### src/rtl/scanirq_pkg.sv
package scanirq_pkg;

   // Processor-side window index (address bits 14:13 within the upper 32 KB)
   typedef enum logic [1:0] {
      WIN_BANK     = 2'd0,
      WIN_MIRROR   = 2'd1,
      WIN_IRQ_LOAD = 2'd2,
      WIN_IRQ_CTRL = 2'd3
   } cpu_window_e;

   // Decoded one-cycle commands for the counter
   typedef struct packed {
      logic set_latch;
      logic req_reload;
      logic irq_on;
      logic irq_off;
   } irq_cmd_t;

   localparam irq_cmd_t IRQ_CMD_NONE = '{default: 1'b0};

endpackage

### src/rtl/scanirq_wr_decode.sv
module scanirq_wr_decode
   import scanirq_pkg::*;
(
   input  logic       wr_en,
   input  logic [1:0] wr_window,
   input  logic       wr_a0,
   output irq_cmd_t   cmd
);

   cpu_window_e win;

   always_comb begin
      win = cpu_window_e'(wr_window);
      cmd = IRQ_CMD_NONE;
      if (wr_en) begin
         unique case (win)
            WIN_IRQ_LOAD: begin
               cmd.set_latch  = ~wr_a0;
               cmd.req_reload = wr_a0;
            end
            WIN_IRQ_CTRL: begin
               cmd.irq_off = ~wr_a0;
               cmd.irq_on  = wr_a0;
            end
            default: cmd = IRQ_CMD_NONE;
         endcase
      end
   end

endmodule

### src/rtl/scanirq_a12_qualifier.sv
module scanirq_a12_qualifier #(
   parameter bit          FILTER_EN     = 1'b1,
   parameter int unsigned FILTER_CYCLES = 10
) (
   input  logic clk,
   input  logic rst_n,
   input  logic a12,
   output logic tick
);

   localparam int unsigned LOW_W = $clog2(FILTER_CYCLES + 1);
   localparam logic [LOW_W-1:0] LOW_LIMIT = LOW_W'(FILTER_CYCLES);

   logic a12_q;

   // Reset state: line seen low, so a first high sample is a rising edge
   always_ff @(posedge clk or negedge rst_n) begin
      if (!rst_n) a12_q <= 1'b0;
      else        a12_q <= a12;
   end

   generate
      if (FILTER_EN) begin : g_filter
         logic [LOW_W-1:0] low_run_q;

         always_ff @(posedge clk or negedge rst_n) begin
            if (!rst_n)
               low_run_q <= LOW_LIMIT;
            else if (a12)
               low_run_q <= '0;
            else if (low_run_q != LOW_LIMIT)
               low_run_q <= low_run_q + 1'b1;
         end

         assign tick = a12 & ~a12_q & (low_run_q == LOW_LIMIT);
      end else begin : g_raw
         assign tick = a12 & ~a12_q;
      end
   endgenerate

endmodule

### src/rtl/scanirq_counter.sv
module scanirq_counter
   import scanirq_pkg::*;
#(
   parameter int unsigned CNT_W  = 8,
   parameter int unsigned DATA_W = 8
) (
   input  logic              clk,
   input  logic              rst_n,
   input  logic              tick,
   input  irq_cmd_t          cmd,
   input  logic [DATA_W-1:0] data,
   output logic [CNT_W-1:0]  cnt_o,
   output logic [CNT_W-1:0]  latch_o,
   output logic              reload_o,
   output logic              enable_o,
   output logic              irq_o
);

   logic [CNT_W-1:0] cnt_q, cnt_next, latch_q;
   logic             reload_q, en_q, pend_q;
   logic             hit;

   always_comb begin
      cnt_next = cnt_q;
      if (tick) begin
         if (reload_q || (cnt_q == '0)) cnt_next = latch_q;
         else                           cnt_next = cnt_q - 1'b1;
      end
      hit = tick & (cnt_next == '0) & en_q;
   end

   always_ff @(posedge clk or negedge rst_n) begin
      if (!rst_n) begin
         cnt_q    <= '0;
         latch_q  <= '0;
         reload_q <= 1'b0;
         en_q     <= 1'b0;
         pend_q   <= 1'b0;
      end else begin
         cnt_q <= cnt_next;
         if (cmd.set_latch) latch_q <= data[CNT_W-1:0];
         if (cmd.req_reload) reload_q <= 1'b1;
         else if (tick)      reload_q <= 1'b0;
         if (cmd.irq_on)       en_q <= 1'b1;
         else if (cmd.irq_off) en_q <= 1'b0;
         if (cmd.irq_off) pend_q <= 1'b0;
         else if (hit)    pend_q <= 1'b1;
      end
   end

   assign cnt_o    = cnt_q;
   assign latch_o  = latch_q;
   assign reload_o = reload_q;
   assign enable_o = en_q;
   assign irq_o    = pend_q;

endmodule

### src/rtl/scanline_irq_unit.sv
module scanline_irq_unit
   import scanirq_pkg::*;
#(
   parameter int unsigned CNT_W         = 8,
   parameter int unsigned DATA_W        = 8,
   parameter bit          FILTER_EN     = 1'b1,
   parameter int unsigned FILTER_CYCLES = 10
) (
   input  logic              clk,
   input  logic              rst_n,
   input  logic              vid_a12,
   input  logic              cpu_wr_en,
   input  logic [1:0]        cpu_wr_window,
   input  logic              cpu_wr_a0,
   input  logic [DATA_W-1:0] cpu_wr_data,
   output logic              irq_req
);

   initial begin
      assert (CNT_W >= 2) else $error("CNT_W must be at least 2");
      assert (CNT_W <= DATA_W) else $error("CNT_W must not exceed DATA_W");
      assert (FILTER_CYCLES >= 1) else $error("FILTER_CYCLES must be at least 1");
   end

   irq_cmd_t         cmd;
   logic             edge_tick;
   logic [CNT_W-1:0] cnt_q, latch_q;
   logic             reload_q, en_q;

   scanirq_wr_decode u_decode (
      .wr_en     (cpu_wr_en),
      .wr_window (cpu_wr_window),
      .wr_a0     (cpu_wr_a0),
      .cmd       (cmd)
   );

   scanirq_a12_qualifier #(
      .FILTER_EN     (FILTER_EN),
      .FILTER_CYCLES (FILTER_CYCLES)
   ) u_qual (
      .clk   (clk),
      .rst_n (rst_n),
      .a12   (vid_a12),
      .tick  (edge_tick)
   );

   scanirq_counter #(
      .CNT_W  (CNT_W),
      .DATA_W (DATA_W)
   ) u_count (
      .clk      (clk),
      .rst_n    (rst_n),
      .tick     (edge_tick),
      .cmd      (cmd),
      .data     (cpu_wr_data),
      .cnt_o    (cnt_q),
      .latch_o  (latch_q),
      .reload_o (reload_q),
      .enable_o (en_q),
      .irq_o    (irq_req)
   );

endmodule

### config.mk
export PLATFORM = sky130hd
export DESIGN_NAME = scanline_irq_unit
export DESIGN_NICKNAME = d
export VERILOG_FILES = /design/src/rtl/scanirq_pkg.sv /design/src/rtl/scanirq_wr_decode.sv /design/src/rtl/scanirq_a12_qualifier.sv /design/src/rtl/scanirq_counter.sv /design/src/rtl/scanline_irq_unit.sv
export SDC_FILE = /design/constraint.sdc
export NUM_CORES = 1
export LEC_CHECK = 0
export BUFFER_PORTS_ARGS = -buffer_cell sky130_fd_sc_hd__buf_2
export CELL_PAD_IN_SITES_DETAIL_PLACEMENT = 0
export CELL_PAD_IN_SITES_GLOBAL_PLACEMENT = 1
export CORE_MARGIN = 2
export CORE_UTILIZATION = 48
export CTS_CLUSTER_SIZE = 40
export DETAILED_ROUTE_END_ITERATION = 8
export PLACE_DENSITY = 0.8
export SYNTH_ARGS = -nofsm -noshare
export SYNTH_HDL_FRONTEND = slang
export SYNTH_HIERARCHICAL = 1
export SYNTH_SLANG_ARGS = --single-unit
### constraint.sdc
create_clock -name clk -period 3.5 [get_ports clk]
set_input_delay 0.7 -clock clk [delete_from_list [all_inputs] [get_ports clk]]
set_output_delay 0.7 -clock clk [all_outputs]
set_load 0.01 [all_outputs]
* Word-level counts from Yosys, hierarchy flattened
Index checks and enable logic that the tools add are counted.
W data, S select, Z words.
** Cells by class
- Mux-type cells :: 13
- $add $sub $neg :: 2
- Eq/ne operators :: 4
- Reduce and logical (&&, ||, !) cells :: 7
- Bitwise gates (word level) :: 6
** Operators with widths (number)
- $logic_not A8 Y1 :: 2
- $mux W8 :: 2
- $mux W4 :: 3
- $reduce_bool A2 Y1 :: 4
- $sub A8 B1 Y8 const B :: 1
- $mux W1 :: 6
- $add A4 B1 Y4 const B :: 1
- $and A1 B1 Y1 :: 4
- $eq A2 B2 Y1 const B :: 2
- $eq A4 B4 Y1 const B :: 1
- $mux W2 :: 2
- $ne A4 B4 Y1 const B :: 1
- $not A1 Y1 :: 2
- $logic_or A1 B1 Y1 :: 1
** Word-level totals
- Input bits :: 15
- Output and inout port bits :: 1
- Flip-flop bits (word level) :: 24

* Depth between registers and ports, before layout
Gate-level depths: netlist of run 1.
- Depth in word-level cells :: 9
- Depth in mapped cells :: 10

* Modules after synthesis
Netlist of run 1, hierarchy kept.
** Modules (own cells, without submodules)
- scanirq_counter :: cells each 98, sequential area each 475.5 um^2, area an instance 1038.5 um^2, instances 1
- scanirq_a12_qualifier :: cells each 21, sequential area each 127.6 um^2, area an instance 250.2 um^2, instances 1
- scanirq_wr_decode :: cells each 4, sequential area each 0.0 um^2, area an instance 45.0 um^2, instances 1

* Least setup slack after synthesis of run 1
OpenSTA, ideal clock, no wires.
- Path kind :: reg-to-reg
- From :: register u_count.cnt_q[0], in the netlist u_count/cnt_o[0]
- To :: register u_count.pend_q, in the netlist u_count/irq_o
- Data required time :: 3.397 ns
- Path slack :: 1.400 ns
- Setup time :: 0.103 ns
- Arrival :: 1.996 ns
- Stages on the path, launching flop included :: 8
- Cell sequence :: dfrtp_1 -> inv_1 -> ha_1 -> nor2b_1 -> o21a_1 -> o311a_1 -> or4_4 -> o41ai_2
** On the way
- Longest elaborated chain between the ends :: 8
** Ends and longest elaborated chain
- start: declaration :: line scanirq_counter.sv:19 : logic [CNT_W-1:0] cnt_q, cnt_next, latch_q;
- start signal: assignment :: line scanirq_counter.sv:40 : cnt_q <= cnt_next;
- parallel branches: the longest is 3 deep, another holds $sub A8 B1 Y8
- $mux W8 (*) :: line scanirq_counter.sv:25 : if (tick) begin
- $logic_not A8 Y1 (*) :: line scanirq_counter.sv:29 : hit = tick & (cnt_next == '0) & en_q;
- $and A1 B1 Y1 (*) (2 in a row) :: line scanirq_counter.sv:29
- $reduce_bool A2 Y1 (no source line) (*)
- end signal: assignment :: line scanirq_counter.sv:38 : pend_q <= 1'b0;
- end signal: assignment :: line scanirq_counter.sv:46 : if (cmd.irq_off) pend_q <= 1'b0;
- end signal: assignment :: line scanirq_counter.sv:47 : else if (hit) pend_q <= 1'b1;
- end: declaration :: line scanirq_counter.sv:20 : logic reload_q, en_q, pend_q;
Every way passes the cells marked *.
A chain may end at the register's enable or synchronous reset.

* Worst setup path in the final report of run 1
Ends and elaborated chain as after synthesis.

==> run_results.csv, run 1 <==
group,metric,value,unit
grt,grt_max_degree,25,
layout,fin_cells,171,
logic_synthesis,seq_area_frac_synth,45.2,%
placement,gp_congestion,0.801,
timing,max-slew-margin-rel,64.6,%
layout,area_growth,11.0,%
timing,drv_slew,0,
run,drv_cap,0,
logic_synthesis,avgSynthCellArea,10.8,sq um
pwr,power_density,381,nW/um^2
logic_synthesis,netlist_instances,123,
logic_synthesis,synth_fp_nets,142,
pwr,power.leakage,0.692,nW
routing,drt_iter0_markers,39,
pwr,seq_power_share,58.6,%
routing,route.vias.total,1020,
timing,fin_crit,2.36,ns
status,status,"finished clean",
pwr,pwr-share-comb,15.2,%
clock_tree,clk_pin_slew,0.14,ns
clock_tree,htree_levels,1,
logic_synthesis,ys_async_sr_fraction,100,%
floorplan,dieArea,3220,sq um
grt,grt_pass1_wl,4.52,mm
logic_synthesis,ys_seq_elements,24,
pwr,p_clk_share,26.2,%
clock_tree,cts_buffers,3,
timing,finalHoldViolCount,0,
timing,rsz0062_at_grt,"no",
logic_synthesis,synthDistinctLibCells,41,
critical_path,startpoint_type,"register",
layout,fin_nets,160,
grt,first_global_vias,991,
logic_synthesis,ys_warn_count,6,
layout,final_core_utilization,55.1,%
pwr,power,0.565,mW
clock_tree,clk_path_buf_depth,2,
grt,grt_use_total,18.1,%
timing,tightest_slew,0.531,ns
pwr,p_int,0.416,mW
layout,mostFrequentLayoutCell,"dfrtp_1",
timing,fmaxAchievable,423,MHz
timing,hold_slack,0.340,ns
clock_tree,cts.repair.resized,0,
clock_tree,cts.sink_count,24,
layout,diodes,0,
floorplan,die_w,56.7,microns
clock_tree,cts-root-buf,"clkbuf_4",
critical_path,reg2regPathDepth,7,
floorplan,rows,19,
critical_path,cp.required,3.72,ns
layout,layout_common_cells,"dfrtp_1 (22), buf_2 (15), inv_1 (9), mux2_2 (9), o21ai_0 (8)",
critical_path,crit_fanout,5,
timing,finalCritPeriodShare,67.5,%
pwr,p_sw,0.148,mW
grt,grt_overflow,0,
timing,fin_setup_tns,0,ns
routing,dr.pass1.iters,5,
critical_path,endpoint_kind,"register",
floorplan,ios,16,
routing,drtAntennaViolNets,0,
hold_path,min_path_type,"input pin to async pin",
routing,avgViaCountPerCell,5.96,
routing,drt-total-wl,2.68,mm
logic_synthesis,ys.flop_type,"dfrtp_1",
pwr,peakVddDrop,0.000260,V
routing,route.detailed.drc,0,
placement,placed_cells,167,
critical_path,critPathKind,"register to register",
grt,antenna_found_initial,0,
clock_tree,cts_tree,"built",
clock_tree,hold_buffers,0,
floorplan,die_y,56.7,microns
clock_tree,cts_setup_buffers,0,
clock_tree,clk_latency,0.31,ns
routing,routedWlPerCell,15.7,microns
critical_path,arrival,2.58,ns
pwr,p_sw_share,26.3,%
timing,setup_viol,0,
layout,drive_gt1_share,30.0,%
placement,portBuffers,15,
logic_synthesis,synth_area,1330,sq um
logic_synthesis,synth-edff-count,0,
floorplan,initial_core_util,49.7,%
timing,skew,0.00707,ns
floorplan,core_area,2690,sq um
placement,hpwl,1.99,mm
-- state kept, by name, indices dropped and copies added, names as in the netlist --
register                   flops
u_count/cnt_o                  8
u_count/latch_o                8
u_qual/g_filter.low_run_q      4
u_count/enable_o               1
u_count/irq_o                  1
u_count/reload_o               1
u_qual/a12_q                   1
-- kinds of logic after synthesis --
family | synth area share [%]
and+or+nand+nor | 20.2
adders and majority gates | 3.75
DFF | 45.2
xor gates and xnor gates | 1.97
AOI/OAI and AO/OA | 14.2
muxes | 11.4
buffers and inverters | 3.38
-- final cells by class --
cell class | count | area (sq um)
inverters | 9 | 33.8
well taps | 31 | 38.8
flip-flops and latches | 24 | 603
multi-input cells | 87 | 686
repair buffers | 16 | 82.6
clock buffers | 4 | 36.3
fillers | 255 | 1210
-- cell usage after synthesis, types with 2 or more instances --
library cell / n / area (sq um)
clkbuf_1: 3 / 11.3
nand2_1: 7 / 26.3
o21bai_1: 2 / 15.0
ha_1: 4 / 50.1
nor4_1: 2 / 12.5
and4b_2: 2 / 22.5
dfstp_2: 2 / 52.6
inv_1: 9 / 33.8
nand3_1: 4 / 20.0
mux2_2: 9 / 101
dfrtp_1: 22 / 551
nand4_1: 3 / 18.8
a21oi_1: 4 / 20.0
o21ai_0: 8 / 40.0
a22oi_1: 2 / 15.0
nor2_1: 7 / 26.3
xnor2_1: 2 / 17.5
nor3b_1: 2 / 15.0
mux2i_1: 5 / 50.1
nor3_1: 3 / 15.0
-- worst max-delay path: stages, from the launching register on --
cell and delay (ns):
dfrtp_1 0.45, inv_1 0.12, ha_1 0.24, nor3b_1 0.40, xnor2_1 0.18, mux2i_1 0.10
or4_4 0.49, o41ai_2 0.29
-- metal layers --
layer / up-vias / part of all wire (%) / track usage, %
met2: 18 / 51 / 32.2
met5: - / 0 / 0
met1: 509 / 45 / 22.8
li1: 491 / - / -
met4: 0 / 0.67 / 5.44
met3: 2 / 2.8 / 2.07
-- worst paths after layout --
path                       slack (ns)                                       end                         start
max                              1.14                 u_count/irq_o$_DFFE_PN0P_    u_count/cnt_o[0]$_DFF_PN0_
min in group clk                 0.50              u_count/enable_o$_DFFE_PN0P_  u_count/enable_o$_DFFE_PN0P_
min reg2reg                      0.50              u_count/enable_o$_DFFE_PN0P_  u_count/enable_o$_DFFE_PN0P_
min                              0.34                    u_qual/a12_q$_DFF_PN0_                         rst_n
max reg2reg                      1.14                 u_count/irq_o$_DFFE_PN0P_    u_count/cnt_o[0]$_DFF_PN0_
max in group asynchronous        2.79  u_qual/g_filter.low_run_q[3]$_DFFE_PN1P_                         rst_n
-- power by group through the flow --
stage / Combinational, mW / Sequential, mW / Clock [mW]
6_report: 0.0858 / 0.331 / 0.148
5_1_grt: 0.0972 / 0.336 / 0.161
4_1_cts: 0.0872 / 0.332 / 0.153
3_5_place_dp: 0.0867 / 0.337 / 0
3_3_place_gp: 0.0840 / 0.336 / 0
2_1_floorplan: 0.0602 / 0.329 / 0
-- stage by stage --
stage | worst slack (ns) | area [sq um]
floorplan | 1.40 | 1330
finish | 1.14 | 1480
global placement | 1.31 | 1440
global route | 1.01 | 1480
CTS | 1.19 | 1480
detailed placement | 1.22 | 1440
(Power assumes the default switching activity.)
==> run 2, diff against run 1 <==
Settings changed: CORE_UTILIZATION 48 to 45, PLACE_DENSITY 0.8 to 0.76.
Clock period 3.5 ns to 2.5 ns, I/O delays scaled along.
==> run 2 against run 1 <==
Routed wire length down 1.0%; count of clock-buffer cells in the layout down 1; non-clock buffer count up 2; sequential share of layout area down 0.84 points; maximum frequency up 3.1%; sequential power up 40%; critical path type unchanged; largest cell class unchanged.
==> run_results.csv, run 2 (same netlist as run 1, synthesis figures left out) <==
group,metric,value,unit
routing,route.detailed.drc,0,
placement,hpwl,1.99,mm
critical_path,startpoint_type,"register",
routing,drt-total-wl,2.66,mm
layout,layout_common_cells,"dfrtp_1 (22), buf_2 (15), inv_1 (9), mux2_2 (9), o21ai_0 (8)",
critical_path,endpoint_kind,"register",
floorplan,rows,19,
pwr,p_sw_share,24.4,%
timing,drv_slew,0,
clock_tree,clk_pin_slew,0.14,ns
clock_tree,clk_latency,0.33,ns
timing,fin_setup_tns,0,ns
critical_path,crit_fanout,5,
critical_path,cp.required,2.74,ns
layout,diodes,0,
timing,fin_crit,2.29,ns
routing,drtAntennaViolNets,0,
clock_tree,cts-root-buf,"clkbuf_4",
timing,max-slew-margin-rel,65.6,%
timing,finalHoldViolCount,0,
critical_path,critPathKind,"register to register",
clock_tree,htree_levels,1,
grt,first_global_vias,1038,
hold_path,min_path_type,"input pin to async pin",
routing,dr.pass1.iters,6,
clock_tree,cts.repair.resized,0,
run,drv_cap,0,
grt,grt_use_total,19.3,%
floorplan,dieArea,3420,sq um
timing,fin_ws,0.207,ns
status,status,"finished clean",
pwr,p_int,0.657,mW
pwr,power_density,575,nW/um^2
grt,grt_overflow,0,
clock_tree,clk_path_buf_depth,2,
floorplan,die_y,58.4,microns
floorplan,ios,16,
pwr,seq_power_share,53.3,%
grt,grt_max_degree,25,
routing,routedWlPerCell,15.3,microns
timing,rsz0062_at_grt,"no",
grt,use_met3,4.62,%
grt,use_met1,27.2,%
clock_tree,cts_tree,"built",
routing,avgViaCountPerCell,5.77,
floorplan,core_area,2780,sq um
floorplan,initial_core_util,48.0,%
pwr,pwr-share-comb,13.9,%
grt,antenna_found_initial,0,
clock_tree,hold_buffers,0,
grt,busiest_layer,"met2",
routing,drt_iter0_markers,28,
timing,fmaxAchievable,436,MHz
grt,grt_pass1_wl,4.92,mm
clock_tree,cts_buffers,3,
pwr,peakVddDrop,0.000406,V
layout,fin_nets,162,
placement,dpl-instance-area,1460,sq um
placement,gp_congestion,0.840,
routing,route.vias.total,999,
layout,mostFrequentLayoutCell,"dfrtp_1",
placement,post-place-ws,0.258,ns
layout,final_core_utilization,54.3,%
timing,setup_viol,0,
timing,tightest_slew,0.516,ns
placement,portBuffers,15,
clock_tree,cts_setup_buffers,0,
clock_tree,cts.sink_count,24,
pwr,p_sw,0.212,mW
timing,finalCritPeriodShare,91.7,%
timing,skew,0.0147,ns
pwr,power.leakage,0.710,nW
floorplan,die_w,58.4,microns
layout,drive_gt1_share,31.0,%
layout,stdcell_area,1510,sq um
pwr,p_clk_share,32.9,%
grt,use_met2,30.2,%
critical_path,arrival,2.54,ns
layout,area_growth,13.3,%
## run 2: final timing paths
| kind | from | slack [ns] | cells past startpoint | to |
|---|---|---|---|---|
| setup / recovery | u_count/cnt_o[1]$_DFF_PN0_ | 0.21 | 7 | u_count/irq_o$_DFFE_PN0P_ |
| hold / removal | rst_n | 0.12 | 1 | u_count/cnt_o[2]$_DFF_PN0_ |
| setup reg to reg | u_count/cnt_o[1]$_DFF_PN0_ | 0.21 | 7 | u_count/irq_o$_DFFE_PN0P_ |
| hold reg to reg | u_count/irq_o$_DFFE_PN0P_ | 0.50 | 2 | u_count/irq_o$_DFFE_PN0P_ |
| max in group asynchronous | rst_n | 2.01 | 1 | u_qual/g_filter.low_run_q[3]$_DFFE_PN1P_ |
| min in group clk | vid_a12 | 0.33 | 1 | u_qual/a12_q$_DFF_PN0_ |
## run 2: cell type report
cell class,instances,area [sq um]
Timing Repair Buffer,18,97.6
Fill cell,271,1270
Multi-Input combinational cell,87,686
Inverter,9,33.8
Clock buffer,3,22.5
Clock inverter,1,30.0
Tap cell,31,38.8
Sequential cell,24,603
## run 2: power groups by stage
stage | clock (mW) | combinational [mW] | sequential (mW)
6_report | 0.286 | 0.121 | 0.463
5_1_grt | 0.310 | 0.136 | 0.473
4_1_cts | 0.297 | 0.122 | 0.464
3_5_place_dp | 0 | 0.122 | 0.471
3_3_place_gp | 0 | 0.118 | 0.470
2_1_floorplan | 0 | 0.0843 | 0.461
## run 2: worst max-delay path: stages (launching register included)
cell,delay [ns]
dfrtp_1,0.44
inv_1,0.12
ha_1,0.20
nor3b_2,0.35
a21o_2,0.24
nor2_1,0.08
or4_4,0.51
o41ai_2,0.27
## run 2: per-stage QoR
stage | hold WS [ns] | power [mW] | cells
after floorplan | 0.204 | 0.545 | 123
after global placement | 0.475 | 0.588 | 169
after detailed placement | 0.471 | 0.593 | 169
after CTS | 0.140 | 0.883 | 173
after global routing | 0.147 | 0.919 | 173
final | 0.118 | 0.869 | 173
## run 2: routing by layer
metal,vias to the layer above,part of all wire [%]
met5,-,0
met4,0,1.0
met3,4,4.5
met2,25,47
met1,477,48
li1,493,-
==> run 3, diff against run 2 <==
Settings changed: CORE_UTILIZATION 45 to 48, PLACE_DENSITY 0.76 to default, PLACE_DENSITY_LB_ADDON from default to 0.1.
Clock period 2.5 ns to 2.8 ns, I/O delays scaled along.
==> run 3 against run 2 <==
Global-route usage down 0.69 points; worst hold slack better by 0.090 ns; clock skew down 0.0064 ns; non-clock buffer count down 2; sequential power down 10%; sequential share of layout area up 0.77 points; first-iteration DRC count up 86%; setup slack better by 0.21 ns; clock power down 46%; final area down 1.9%; count of clock-buffer cells in the layout up 1; register-to-register slack better by 0.21 ns; critical endpoint unchanged; largest cell class unchanged.
==> run_results.csv, run 3 (same netlist as run 1, synthesis figures left out) <==
group,metric,value,unit
status,status,"finished clean",
critical_path,arrival,2.61,ns
grt,grt_use_total,18.7,%
critical_path,cp_top_family,"simple AND/OR/NAND/NOR gates",
clock_tree,hold_buffers,0,
timing,setup_viol,0,
critical_path,regToRegEndpoint,"u_count/irq_o$_DFFE_PN0P_",
timing,rsz0062_at_grt,"no",
critical_path,critical_path_buf_inv_count,1,
clock_tree,clk_latency,0.31,ns
grt,antenna_found_initial,0,
pwr,peakVddDrop,0.000418,V
timing,fin_ws,0.415,ns
critical_path,reg2regPathDepth,7,
floorplan,die_w,56.7,microns
floorplan,die_y,56.7,microns
placement,portBuffers,15,
critical_path,critPathKind,"register to register",
floorplan,dieArea,3220,sq um
critical_path,critPathCapture,"u_count/irq_o$_DFFE_PN0P_",
floorplan,rows,19,
timing,drv_slew,0,
run,drv_cap,0,
grt,grt_pass1_wl,4.66,mm
layout,diodes,0,
routing,avgViaCountPerCell,5.91,
critical_path,path_cells,"inv_1 > ha_1 > nor3b_1 > xnor2_1 > mux2i_1 > or4_4 > o41ai_2",
pwr,power.leakage,0.689,nW
critical_path,crit_path_max_incr_delay,0.48,ns
layout,mostFrequentLayoutCell,"dfrtp_1",
placement,gp_congestion,0.789,
clock_tree,cts_tree,"built",
clock_tree,cts-root-buf,"clkbuf_4",
critical_path,endpoint_kind,"register",
timing,finalCritPeriodShare,85.2,%
routing,dr.pass1.iters,4,
routing,routedWlPerCell,15.7,microns
critical_path,crit_start,"u_count/cnt_o[1]$_DFF_PN0_",
critical_path,cp.depth,7,
grt,grt_max_degree,25,
timing,skew,0.00833,ns
pwr,power_density,457,nW/um^2
layout,n_fill_cell,259,
critical_path,startpoint_type,"register",
layout,final_core_utilization,55.2,%
timing,max-slew-margin-rel,64.8,%
grt,first_global_vias,968,
layout,fin_nets,160,
timing,fin_crit,2.39,ns
routing,drt_iter0_markers,52,
clock_tree,cts_buffers,3,
routing,drt-total-wl,2.69,mm
floorplan,core_area,2690,sq um
timing,finalHoldViolCount,0,
placement,dpl-instance-area,1460,sq um
timing,tightest_slew,0.528,ns
layout,fin_cells,171,
layout,drive_gt1_share,29.3,%
clock_tree,cts_setup_buffers,0,
layout,stdcell_area,1480,sq um
critical_path,cp.required,3.03,ns
placement,hpwl,1.99,mm
clock_tree,htree_levels,1,
grt,grt_overflow,0,
layout,layout_common_cells,"dfrtp_1 (22), buf_2 (15), inv_1 (9), mux2_2 (9), o21ai_0 (8)",
hold_path,min_path_type,"input pin to async pin",
floorplan,initial_core_util,49.7,%
routing,drtAntennaViolNets,0,
floorplan,ios,16,
timing,fin_setup_tns,0,ns
critical_path,r2r_setup_slack,0.41,ns
clock_tree,cts.sink_count,24,
layout,seq_area,603,sq um
critical_path,r2r-start,"u_count/cnt_o[1]$_DFF_PN0_",
placement,post-place-ws,0.480,ns
timing,fmaxAchievable,419,MHz
placement,placed_cells,167,
clock_tree,clk_pin_slew,0.13,ns
critical_path,crit_path_top_delay_cell,"or4_4",
critical_path,crit_fanout,5,
routing,route.vias.total,1011,
clock_tree,cts.repair.resized,0,
routing,route.detailed.drc,0,
layout,area_growth,11.2,%
clock_tree,clk_path_buf_depth,2,
layout,multiInputGateArea,686,sq um
-- run 3: cell count changes in the layout (fill, tap and decap cells not counted), sizes merged --
| cell | previous run | this run |
|---|---|---|
| bufinv | 1 | 0 |
| buf | 18 | 16 |
| clkbuf | 3 | 4 |
-- run 3: cell type report --
type	count	area share [%]
Inverter	9	2.28
Tap cell	31	2.62
Timing Repair Buffer	16	6.41
Multi-Input combinational cell	87	46.2
Clock buffer	4	1.77
Sequential cell	24	40.7
-- run 3: worst min-delay path by stage --
stage                            startpoint  slack [ns]                              to
3_5_place_dp   u_count/enable_o$_DFFE_PN0P_        0.47    u_count/enable_o$_DFFE_PN0P_
3_3_place_gp   u_count/enable_o$_DFFE_PN0P_        0.47    u_count/enable_o$_DFFE_PN0P_
4_1_cts                               rst_n        0.23  u_count/latch_o[0]$_DFFE_PN0P_
2_1_floorplan                         rst_n        0.26      u_count/cnt_o[0]$_DFF_PN0_
6_report                              rst_n        0.21    u_count/enable_o$_DFFE_PN0P_
5_1_grt                               rst_n        0.24      u_count/cnt_o[0]$_DFF_PN0_
-- run 3: metal layers --
metal,track usage [%],share of wire (%),vias to the layer above
li1,-,-,488
met1,27.3,48,493
met2,28.7,48,26
met3,2.30,3.5,4
met4,5.78,1.1,0
met5,0,0,-
-- run 3: metrics by stage --
step | power, mW | hold WS [ns]
2_1_floorplan | 0.487 | 0.264
3_3_place_gp | 0.525 | 0.472
3_5_place_dp | 0.531 | 0.474
4_1_cts | 0.682 | 0.230
5_1_grt | 0.717 | 0.245
6_report | 0.677 | 0.209
-- run 3: worst reg2reg max path, stage by stage, from the launching register on --
cell	delay, ns
dfrtp_1	0.43
inv_1	0.13
ha_1	0.28
nor3b_1	0.45
xnor2_1	0.17
mux2i_1	0.09
or4_4	0.49
o41ai_2	0.26
-- run 3: power by group --
group / internal (mW) / total, mW / switching (mW)
logic: 0.0566 / 0.108 / 0.0513
registers: 0.385 / 0.415 / 0.0300
clock network: 0.0556 / 0.155 / 0.0991
total: 0.497 / 0.677 / 0.180
